$ cat config.mk
export PLATFORM = sky130hd
export DESIGN_NAME = pgm_addr_file
export DESIGN_NICKNAME = d
export VERILOG_FILES = /design/src/rtl/pafile_pkg.sv /design/src/rtl/pa_adder.sv /design/src/rtl/pa_addr_sel.sv /design/src/rtl/pgm_addr_file.sv
export SDC_FILE = /design/constraint.sdc
export NUM_CORES = 1
export LEC_CHECK = 0
export BUFFER_PORTS_ARGS = -buffer_cell sky130_fd_sc_hd__buf_2
export CAP_MARGIN = 10
export CORE_MARGIN = 3
export CORE_UTILIZATION = 44
export DETAILED_ROUTE_END_ITERATION = 10
export GPL_TIMING_DRIVEN = 0
export PLACE_DENSITY = 0.62
export SYNTH_ARGS = -nofsm -noshare
export SYNTH_HDL_FRONTEND = slang
export SYNTH_SLANG_ARGS = --single-unit
$ cat constraint.sdc
create_clock -name clk -period 4.69 [get_ports clk]
set_input_delay 0.938 -clock clk [delete_from_list [all_inputs] [get_ports clk]]
set_output_delay 0.938 -clock clk [all_outputs]
set_load 0.01 [all_outputs]
$ cat src/rtl/pafile_pkg.sv
package pafile_pkg;
   typedef enum logic [3:0] {
      PA_NOP     = 4'd0,
      PA_STEP    = 4'd1,
      PA_DACC    = 4'd2,
      PA_BRANCH  = 4'd3,
      PA_DOFS    = 4'd4,
      PA_CALL    = 4'd5,
      PA_IRQ     = 4'd6,
      PA_RET     = 4'd7,
      PA_XCHG    = 4'd8,
      PA_STK_LO  = 4'd9,
      PA_STK_HI  = 4'd10
   } pa_cmd_e;
endpackage

$ cat src/rtl/pa_adder.sv
module pa_adder #(
   parameter int AW          = 12,
   parameter int DW          = 8,
   parameter bit SIGNED_BYTE = 1'b1
) (
   input  logic [AW-1:0] base,
   input  logic [DW-1:0] byte_in,
   input  logic          use_byte,
   output logic [AW-1:0] sum
);
   localparam int EXT_W = AW - DW;

   logic [AW-1:0] ext;

   generate
      if (SIGNED_BYTE) begin : g_sext
         assign ext = {{EXT_W{byte_in[DW-1]}}, byte_in};
      end else begin : g_zext
         assign ext = {{EXT_W{1'b0}}, byte_in};
      end
   endgenerate

   logic [AW-1:0] operand;
   assign operand = use_byte ? ext : AW'(1);
   assign sum     = base + operand;
endmodule

$ cat src/rtl/pa_addr_sel.sv
module pa_addr_sel #(
   parameter int AW = 12
) (
   input  logic [AW-1:0] pc,
   input  logic [AW-1:0] dc,
   input  logic          use_dc,
   output logic [AW-1:0] addr
);
   assign addr = use_dc ? dc : pc;
endmodule

$ cat src/rtl/pgm_addr_file.sv
module pgm_addr_file
   import pafile_pkg::*;
#(
   parameter int              ADDR_W      = 12,
   parameter int              DATA_W      = 8,
   parameter logic [11:0]     IRQ_VEC     = 12'h020,
   parameter bit              SIGNED_BYTE = 1'b1
) (
   input  logic              clk,
   input  logic              rst,
   input  logic [3:0]        cmd,
   input  logic [DATA_W-1:0] data_in,
   output logic [ADDR_W-1:0] mem_addr,
   output logic [DATA_W-1:0] stk_lo,
   output logic [DATA_W-1:0] stk_hi
);
   localparam int HI_W  = ADDR_W - DATA_W;
   localparam int PAD_W = DATA_W - HI_W;

   generate
      if (ADDR_W <= DATA_W || HI_W > DATA_W) begin : g_bad_width
         $error("pgm_addr_file: ADDR_W must exceed DATA_W and be at most twice it");
      end
      if (ADDR_W < 12) begin : g_bad_vec
         $error("pgm_addr_file: ADDR_W too small for the interrupt vector parameter");
      end
   endgenerate

   pa_cmd_e c;
   assign c = pa_cmd_e'(cmd);

   logic [ADDR_W-1:0] pc_q, stk_q, dc_q, dc1_q;

   // shared adder operand selection
   logic              pc_side, use_byte;
   logic [ADDR_W-1:0] add_base, add_sum;

   assign pc_side  = (c == PA_STEP) || (c == PA_BRANCH);
   assign use_byte = (c == PA_BRANCH) || (c == PA_DOFS);
   assign add_base = pc_side ? pc_q : dc_q;

   pa_adder #(.AW(ADDR_W), .DW(DATA_W), .SIGNED_BYTE(SIGNED_BYTE)) u_adder (
      .base    (add_base),
      .byte_in (data_in),
      .use_byte(use_byte),
      .sum     (add_sum)
   );

   pa_addr_sel #(.AW(ADDR_W)) u_sel (
      .pc    (pc_q),
      .dc    (dc_q),
      .use_dc(c == PA_DACC),
      .addr  (mem_addr)
   );

   always_ff @(posedge clk) begin
      if (rst) begin
         pc_q  <= '0;
         stk_q <= '0;
         dc_q  <= '0;
         dc1_q <= '0;
      end else begin
         case (c)
            PA_STEP, PA_BRANCH: pc_q <= add_sum;
            PA_DACC, PA_DOFS:   dc_q <= add_sum;
            PA_CALL:            stk_q <= pc_q;
            PA_IRQ: begin
               stk_q <= pc_q;
               pc_q  <= ADDR_W'(IRQ_VEC);
            end
            PA_RET:             pc_q <= stk_q;
            PA_XCHG: begin
               dc_q  <= dc1_q;
               dc1_q <= dc_q;
            end
            PA_STK_LO:          stk_q[DATA_W-1:0] <= data_in;
            PA_STK_HI:          stk_q[ADDR_W-1:DATA_W] <= data_in[HI_W-1:0];
            default: ;
         endcase
      end
   end

   assign stk_lo = stk_q[DATA_W-1:0];
   generate
      if (PAD_W > 0) begin : g_pad_hi
         assign stk_hi = {{PAD_W{1'b0}}, stk_q[ADDR_W-1:DATA_W]};
      end else begin : g_full_hi
         assign stk_hi = stk_q[ADDR_W-1:DATA_W];
      end
   endgenerate

   // assertions
   p_step_r2: assert property (@(posedge clk) disable iff (rst)
      (c == PA_STEP) |=> (pc_q == $past(pc_q) + ADDR_W'(1)));

   p_dacc_bus_r3: assert property (@(posedge clk) disable iff (rst)
      (c == PA_DACC) |-> (mem_addr == dc_q));

   p_xchg_r6: assert property (@(posedge clk) disable iff (rst)
      (c == PA_XCHG) |=> (dc_q == $past(dc1_q)) && (dc1_q == $past(dc_q)));

   p_call_r7: assert property (@(posedge clk) disable iff (rst)
      (c == PA_CALL) |=> (stk_q == $past(pc_q)) && $stable(pc_q));

   p_irq_r8: assert property (@(posedge clk) disable iff (rst)
      (c == PA_IRQ) |=> (pc_q == ADDR_W'(IRQ_VEC)) && (stk_q == $past(pc_q)));

   p_ret_r9: assert property (@(posedge clk) disable iff (rst)
      (c == PA_RET) |=> (pc_q == $past(stk_q)));

   p_hold_r11: assert property (@(posedge clk) disable iff (rst)
      (c == PA_NOP) |=> $stable(pc_q) && $stable(dc_q) && $stable(dc1_q) && $stable(stk_q));
endmodule

==> results.toml, run 1 <==
[run_status]
status = "finished, final reports clean"

[setup_path]
path_cells = "buf_2, nor3b_2, clkbuf_1, clkbuf_1, nand2_1, nand2_1, ha_1, a21o_1, a221oi_1, nand2b_1, a31oi_1, o2bb2ai_1, or4_1, o211ai_1"
reg2reg_depth = 11
cp-start-kind = "input port"
critPathCaptureType = "flop"
cpLargestDelayFamily = "simple AND/OR/NAND/NOR gates"
required_ps = 4920
reg2reg_slack_ps = 1800
cp-endpoint = "dc_q[10]"
cp_max_fo = 10
cp.depth = 14
critPathLaunch = "cmd[0]"
critPathSlowestCell = "a221oi_1"
crit_buf_inv = 3
worstPathArrival_ps = 4630
r2r_start = "dc_q[0]"
reg2reg_to = "dc_q[10]"
crit_type = "in2reg"
crit_path_max_incr_delay_ps = 510

[synthesis]
synth.avg_cell_area_sq_um = 7.82
synthTopCellsByArea = "dfxtp_1 (33%), nand2_1 (9.5%), mux2_2 (5.8%)"
async_reset_ff_frac = 0
yosysMostFrequentCell = "nand2_1"
yosysSeqAreaShare = 0.330
synth_largest_area_cell = "dfxtp_1"
syn_inst = 372
synth_edf_count = 0
yosysWarnings = 0
syn_area_sq_um = 2910
synth_top_area_frac = 0.330
synthTopCellsByCount = "nand2_1 (74), dfxtp_1 (48), nor2_1 (38)"
ys_ff_latch = 48
synth_ff_type = "dfxtp_1"
synth_cell_type_count = 53

[clocking]
cts.sinks = 48
clk_pin_slew_ps = 90
postCtsHoldBufs = 0
ctsResizeCount = 0
cts_tree = "yes"
clk_path_buf_depth = 2
clkLatencyLatePin_ps = 300
cts_root_buf = "clkbuf_8"
ctsHtreeMaxLevel = 2
cts_buffers = 5
cts_setup_buffers = 0

[drt]
final_antenna_net_count = 0
drt_iter0_drc = 168
finalWirelength_microns = 8250
wl_per_cell_microns = 16.8
drc_errors = 0
via_count = 2848
first_pass_iters = 5
via_per_inst = 5.79

[layout]
fillers = 623
final_nets = 439
drive_gt1_frac = 0.170
areaGrowthSynthToFinish_pct = 14.1
design_area_sq_um = 3320
antennaDiodeCount = 0

[pwr]
seqPwrFrac = 0.465
p_switching_uw = 255
p_sw_frac = 0.267
p_leak_uw = 0.00137
pwr-share-clk = 0.366
p_int_uw = 700
power_density_nw_per_um2 = 288
combPwrFrac = 0.168
ir_drop_mv = 0.176

[timing]
rsz0062_at_grt = "no"
hold_viol = 0
finalHoldWorstSlack_ps = 459
fmax_mhz = 228
period_minus_slack_ps = 4400
setup_viol = 0
tns_ps = 0
skew_ps = 3.00
tightest_slew_ps = 903
drv_slew = 0
fin_crit_sh = 0.937
max_slew_margin = 0.394

[place]
port_buffers = 35
dp_hpwl_microns = 6300
gp_congestion = 0.895
placed_area_sq_um = 3190

[die]
die_w_microns = 87.3
core_region_area_sq_um = 6170
fp-row-count = 28
io_pins = 42
dieArea_sq_um = 7620
start_util = 0.472
die_h_microns = 87.3

[global_route]
antenna_found_initial = 0
grt.overflow.total = 0
grt_pass1_wl_microns = 13400
grt_max_degree = 15
track_usage = 0.224
grt_pass1_vias = 2676

[hold_path]
hp-class = "reg2reg"

[job]
cap_violations = 0
==> placed cells by master (no fill, tap or decap), types with 3 or more instances in the layout <==
cell type  count
nand2_1       74
dfxtp_1       48
nor2_1        38
buf_2         37
a21oi_1       33
clkbuf_1      18
mux2_2        15
nor3_1        12
mux2i_1       10
xnor2_1       10
a211oi_1       8
o22ai_1        8
and2_1         7
ha_1           7
nor4_1         6
a22oi_1        6
buf_4          5
a21o_1         5
a311oi_1       5
clkbuf_8       5
or3_1          4
nand3_1        4
conb_1         4
buf_1          3
nand2b_1       3
or4_1          3
==> per-layer routing <==
layer | share of wire | global-route usage
met1 | 0.46 | 0.326
met2 | 0.47 | 0.347
met3 | 0.064 | 0.0341
met4 | 0.0092 | 0.0502
met5 | 0 | 0
==> cells by family after synthesis <==
group,after synthesis,synth area share
compound gates,82,0.185
xor+xnor,12,0.0361
buf+inv,30,0.0486
mux,25,0.0925
other cells,1,0.00129
flops,48,0.330
fa+ha+maj,8,0.0370
simple gates,166,0.269
==> sequential cells by signal, indices dropped and copies added, names as in the netlist <==
signal  count
pc_q       12
stk_q      12
dc_q       12
dc1_q      12
==> metrics by stage <==
step / power, uW / utilization / worst slack, ps / cells
4_1_cts: 962 / 0.538 / 344 / 492
5_1_grt: 1000 / 0.538 / 52.3 / 492
3_3_place_gp: 612 / 0.517 / 42.5 / 485
6_report: 955 / 0.538 / 295 / 492
3_5_place_dp: 614 / 0.517 / 51.4 / 485
2_1_floorplan: 559 / - / 734 / 375
==> power groups by stage <==
| stage | clock network (uW) | logic, uW | registers [uW] |
|---|---|---|---|
| floorplan | 0 | 108 | 451 |
| global placement | 0 | 159 | 453 |
| detailed placement | 0 | 160 | 454 |
| CTS | 357 | 161 | 444 |
| global route | 374 | 181 | 446 |
| finish | 350 | 161 | 444 |
==> worst register-to-register path: stages, from the launching register on <==
cell and delay [ps]:
dfxtp_1 370, nand2_1 80, nand2_1 60, ha_1 220
fa_1 410, a21o_1 210, a221oi_1 480, nand2b_1 210
a31oi_1 50, o2bb2ai_1 210, or4_1 440, o211ai_1 100
==> layout make-up <==
cell class | count | area, sq um | area share
Multi-Input combinational cell | 297 | 1820 | 0.548
Sequential cell | 48 | 961 | 0.290
Timing Repair Buffer | 35 | 175 | 0.0528
Buffer | 29 | 138 | 0.0415
Tap cell | 75 | 93.8 | 0.0283
Clock buffer | 5 | 68.8 | 0.0207
Clock inverter | 2 | 60.1 | 0.0181
Inverter | 1 | 3.75 | 0.00113
==> how the worst min path moves through the flow <==
stage,slack (ps),startpoint,depth (start not counted),end
finish,460,dc1_q[3],2,dc1_q[3]
detailed placement,450,dc1_q[4],2,dc1_q[4]
CTS,460,dc1_q[4],2,dc1_q[4]
global placement,440,dc1_q[8],2,dc1_q[8]
global route,480,dc1_q[4],2,dc1_q[4]
floorplan,440,dc1_q[2],2,dc1_q[2]
Note: power is estimated with default switching activity, not from simulation.
==> run 2, diff against run 1 <==
--- a/config.mk
+++ b/config.mk
@@ -7,11 +7,11 @@
 export LEC_CHECK = 0
 export BUFFER_PORTS_ARGS = -buffer_cell sky130_fd_sc_hd__buf_2
 export CAP_MARGIN = 10
-export CORE_MARGIN = 3
 export CORE_UTILIZATION = 44
 export DETAILED_ROUTE_END_ITERATION = 10
 export GPL_TIMING_DRIVEN = 0
 export PLACE_DENSITY = 0.62
+export SETUP_SLACK_MARGIN = 0.4
 export SYNTH_ARGS = -nofsm -noshare
 export SYNTH_HDL_FRONTEND = slang
 export SYNTH_SLANG_ARGS = --single-unit
==> run 2 against run 1 <==
Against the previous run:
- sequential share of layout area up 0.088 points
- sequential power about the same
- total power shrank 5.6%
- clock power decreased by 15%
- first-iteration DRC count decreased by 18%
- non-clock buffer count is the same
- count of clock-buffer cells in the layout rose by 1
- routed wire length is 3.8% lower
- die area shrank 9.0%
- register-to-register slack gained 100 ps
==> results.toml, run 2 (synthesis results as in run 1) <==
[setup_path]
path_cells = "buf_2, or3b_1, buf_2, clkbuf_1, nand2_1, nand2_1, ha_1, fa_1, a21o_1, a221oi_2, nand2b_1, a31oi_1, o2bb2ai_1, or4_1, o211ai_1"
crit_buf_inv = 3
crit_type = "in2reg"
crit_path_max_incr_delay_ps = 450
required_ps = 4910
worstPathArrival_ps = 4260
cp-start-kind = "input port"
cpLargestDelayFamily = "simple AND/OR/NAND/NOR gates"
cp_max_fo = 10
critPathCaptureType = "flop"
critPathSlowestCell = "or4_1"

[global_route]
grt_max_degree = 15
grt.overflow.total = 0
grt_pass1_wl_microns = 13000
top_usage_layer = "met2"
use_met3 = 0.0437
antenna_found_initial = 0
gr-usage-met1 = 0.315
track_usage = 0.235
globalRouteMet2Util = 0.379
grt_pass1_vias = 2559

[drt]
drt_iter0_drc = 138
drc_errors = 0
wl_per_cell_microns = 16.0
final_antenna_net_count = 0
via_count = 2761
first_pass_iters = 4
finalWirelength_microns = 7940
via_per_inst = 5.58

[timing]
rsz0062_at_grt = "no"
drv_slew = 0
hold_viol = 0
skew_ps = 5.65
setup_viol = 0
max_slew_margin = 0.376
tightest_slew_ps = 929
tns_ps = 0
fin_crit_sh = 0.861
fmax_mhz = 248
period_minus_slack_ps = 4040
finalHoldWorstSlack_ps = 459

[place]
port_buffers = 35
gp_congestion = 0.916
dp_hpwl_microns = 6100

[clocking]
clk_path_buf_depth = 2
clk_pin_slew_ps = 80
cts.sinks = 48
ctsHtreeMaxLevel = 2
cts_setup_buffers = 0
cts_buffers = 5
cts_tree = "yes"
cts_root_buf = "clkbuf_8"
clkLatencyLatePin_ps = 300

[die]
io_pins = 42
fp-row-count = 29
die_h_microns = 83.3
die_w_microns = 83.3
start_util = 0.458
core_region_area_sq_um = 6350
dieArea_sq_um = 6940

[layout]
multi_input_area_sq_um = 1820
antennaDiodeCount = 0
regArea_sq_um = 961
final_nets = 439
fillers = 631
areaGrowthSynthToFinish_pct = 13.7
final_common_cell = "nand2_1"
final_cell_mix = "nand2_1 (74), dfxtp_1 (48), nor2_1 (38), buf_2 (37), a21oi_1 (33)"
drive_gt1_frac = 0.177

[pwr]
p_switching_uw = 253
p_int_uw = 648
p_leak_uw = 0.00137
power_uw = 901
combPwrFrac = 0.177
seqPwrFrac = 0.493
pwr-share-clk = 0.329
power_density_nw_per_um2 = 272
ir_drop_mv = 0.150
p_sw_frac = 0.281

[job]
cap_violations = 0

[run_status]
status = "finished, final reports clean"

[hold_path]
hp-class = "reg2reg"
[run 2: cell count changes in the layout (fill, tap and decap cells not counted)]
cell       previous run  this run
a221oi_1              2         1
a221oi_2              0         1
bufinv_16             2         1
clkbuf_1             18        17
clkbuf_2              0         2
clkinv_2              0         1
[run 2: power by group through the flow]
stage          clock [uW]  combinational [uW]  sequential [uW]
6_report              297                 160              445
5_1_grt               323                 176              448
4_1_cts               306                 159              444
3_5_place_dp            0                 158              454
3_3_place_gp            0                 156              453
2_1_floorplan           0                 108              451
[run 2: final timing paths]
path / slack [ps] / endpoint / start / cells after the start
setup / recovery: 650 / dc_q[10] / cmd[2] / 15
hold / removal: 460 / dc1_q[8] / dc1_q[8] / 2
setup reg to reg: 1900 / dc_q[10] / dc_q[0] / 11
hold reg to reg: 460 / dc1_q[8] / dc1_q[8] / 2
[run 2: stage by stage]
stage	setup slack (ps)	utilization	instance area, sq um	std cells
4_1_cts	539	0.520	3300	495
6_report	650	0.521	3310	495
3_5_place_dp	73.4	0.503	3190	487
5_1_grt	484	0.521	3310	495
3_3_place_gp	106	0.503	3190	487
2_1_floorplan	734	-	2920	375
[run 2: final cells by class]
class,count,share of cell area
Sequential cell,48,0.290
Tap cell,77,0.0291
Timing Repair Buffer,35,0.0530
Buffer,29,0.0424
Multi-Input combinational cell,297,0.551
Clock buffer,6,0.0219
Clock inverter,2,0.0106
Inverter,1,0.00113
[run 2: per-layer routing]
layer | vias to the layer above | wire length [microns] | share of wire
met5 | - | 0 | 0
met4 | 0 | 203 | 0.026
met3 | 18 | 369 | 0.046
met2 | 69 | 3560 | 0.45
met1 | 1275 | 3810 | 0.48
li1 | 1399 | - | -
[run 2: repair_timing]
item                       CTS  global route
gates resized for setup      1             3
setup endpoints to repair    1             3
hold buffers                 0             0
[run 2: tightest hold or removal path, delay by kind of cell (launching register included)]
family,cells,cell delay (ps)
DFF,1,320
and+or+nand+nor,1,50
AOI/OAI and AO/OA,1,50
==> run 3, diff against run 2 <==
--- a/config.mk
+++ b/config.mk
@@ -7,10 +7,12 @@
 export LEC_CHECK = 0
 export BUFFER_PORTS_ARGS = -buffer_cell sky130_fd_sc_hd__buf_2
 export CAP_MARGIN = 10
+export CORE_MARGIN = 3
 export CORE_UTILIZATION = 44
 export DETAILED_ROUTE_END_ITERATION = 10
 export GPL_TIMING_DRIVEN = 0
-export PLACE_DENSITY = 0.62
+export PLACE_DENSITY = 0.64
+export REMOVE_ABC_BUFFERS = 1
 export SETUP_SLACK_MARGIN = 0.4
 export SYNTH_ARGS = -nofsm -noshare
 export SYNTH_HDL_FRONTEND = slang
==> run 3 against run 2 <==
Against the previous run:
- sequential power about the same
- clock skew up 0.63 ps
- sequential share of layout area grew 0.99 points
- worst hold slack is essentially flat
- non-clock buffer count down 24
- combinational power fell by 4%
- largest power group unchanged
- highest routed layer unchanged
==> results.toml, run 3 (synthesis results as in run 1) <==
[run_status]
status = "finished, final reports clean"

[global_route]
antenna_found_initial = 0
grt_pass1_vias = 2474
grt.overflow.total = 0
grt_pass1_wl_microns = 12600
grt_max_degree = 51
track_usage = 0.209

[drt]
finalWirelength_microns = 7810
drc_errors = 0
wl_per_cell_microns = 16.7
final_antenna_net_count = 0
first_pass_iters = 4
via_per_inst = 5.77
drt_iter0_drc = 133
via_count = 2701

[die]
start_util = 0.472
fp-row-count = 28
die_h_microns = 87.3
die_w_microns = 87.3
core_region_area_sq_um = 6170
io_pins = 42
dieArea_sq_um = 7620

[place]
dp_hpwl_microns = 5470
port_buffers = 37
dpl_worst_slack_ps = -77.0
gp_congestion = 0.929

[layout]
antennaDiodeCount = 0
drive_gt1_frac = 0.178
final_common_cell = "nand2_1"
areaGrowthSynthToFinish_pct = 9.98
final_nets = 415
fillers = 629
final_cell_mix = "nand2_1 (74), dfxtp_1 (48), nor2_1 (38), buf_2 (36), a21oi_1 (33)"

[timing]
fin_crit_sh = 0.881
hold_viol = 0
rsz0062_at_grt = "no"
period_minus_slack_ps = 4130
setup_slack_ps = 559
skew_ps = 6.28
max_slew_margin = 0.153
tightest_slew_ps = 1260
drv_slew = 0
fmax_mhz = 242
setup_viol = 0

[hold_path]
holdPathStages = 2
min_to = "dc1_q[11]"
min_from = "dc1_q[11]"
hp-class = "reg2reg"

[clocking]
ctsHtreeMaxLevel = 2
cts_buffers = 5
clkLatencyLatePin_ps = 300
clk_path_buf_depth = 2
cts_tree = "yes"
cts_root_buf = "clkbuf_8"
ctsResizeCount = 2
cts.sinks = 48
cts_setup_buffers = 0
postCtsHoldBufs = 0
clk_pin_slew_ps = 80

[setup_path]
critPathCaptureType = "flop"
r2r_start = "pc_q[0]"
crit_type = "in2reg"
reg2reg_depth = 11
reg2reg_slack_ps = 1810
cp_max_fo = 24
required_ps = 4910
cp-start-kind = "input port"
reg2reg_to = "dc_q[10]"
worstPathArrival_ps = 4350

[job]
cap_violations = 0

[pwr]
power_uw = 837
ir_drop_mv = 0.178
power_density_nw_per_um2 = 262
p_leak_uw = 0.00132
[run 3: cell types whose count changed in the layout (fill, tap and decap cells not counted), sizes merged]
cell    delta
clkbuf    -17
bufinv     -1
buf        -7
[run 3: stage by stage]
stage / area, sq um / instances / hold slack, ps / TNS [ps] / utilization
floorplan: 2780 / 346 / 430 / 0 / -
global placement: 3060 / 458 / 442 / -7700 / 0.497
detailed placement: 3120 / 461 / 449 / -87.3 / 0.505
CTS: 3200 / 468 / 462 / 0 / 0.518
global route: 3200 / 468 / 481 / 0 / 0.519
finish: 3200 / 468 / 459 / 0 / 0.519
[run 3: report_power, final]
group / internal (uW) / leakage (uW) / total [uW] / switching, uW
Sequential: 426 / 0.000391 / 445 / 19.4
Combinational: 60.6 / 0.000890 / 153 / 92.9
Clock: 102 / 0.0000410 / 238 / 136
[run 3: final cells by class]
cell class	count	area, sq um	area share
Multi-Input combinational cell	297	1840	0.575
Sequential cell	48	961	0.300
Timing Repair Buffer	40	225	0.0704
Tap cell	75	93.8	0.0293
Clock buffer	6	72.6	0.0227
Clock inverter	1	5.00	0.00156
Inverter	1	3.75	0.00117
[run 3: how the worst max path moves through the flow]
| stage | from | endpoint | slack [ps] | depth (start not counted) |
|---|---|---|---|---|
| after CTS | cmd[0] | dc_q[10] | 490 | 13 |
| after global routing | cmd[0] | dc_q[10] | 430 | 13 |
| after floorplan | cmd[3] | dc_q[10] | 850 | 12 |
| after detailed placement | cmd[0] | dc_q[10] | -80 | 13 |
| after global placement | cmd[0] | mem_addr[5] | -600 | 4 |
| final | cmd[0] | dc_q[10] | 560 | 13 |
[run 3: critical path: stages]
cell and delay [ps]:
clkbuf_4 300, or3b_4 570, nand2_1 120, nand2_1 60, ha_1 220, fa_1 400
a21o_1 220, a221oi_1 470, nand2b_1 240, a31oi_1 60, o2bb2ai_1 180, or4_1 430
o211ai_1 110
[run 3: metal layers]
metal	routed length [microns]	share of wire	vias up	GRT usage
met2	3500	0.45	85	0.327
met4	98	0.013	0	0.0502
met3	551	0.071	8	0.0388
li1	-	-	1349	-
met5	0	0	-	0
met1	3660	0.47	1259	0.295
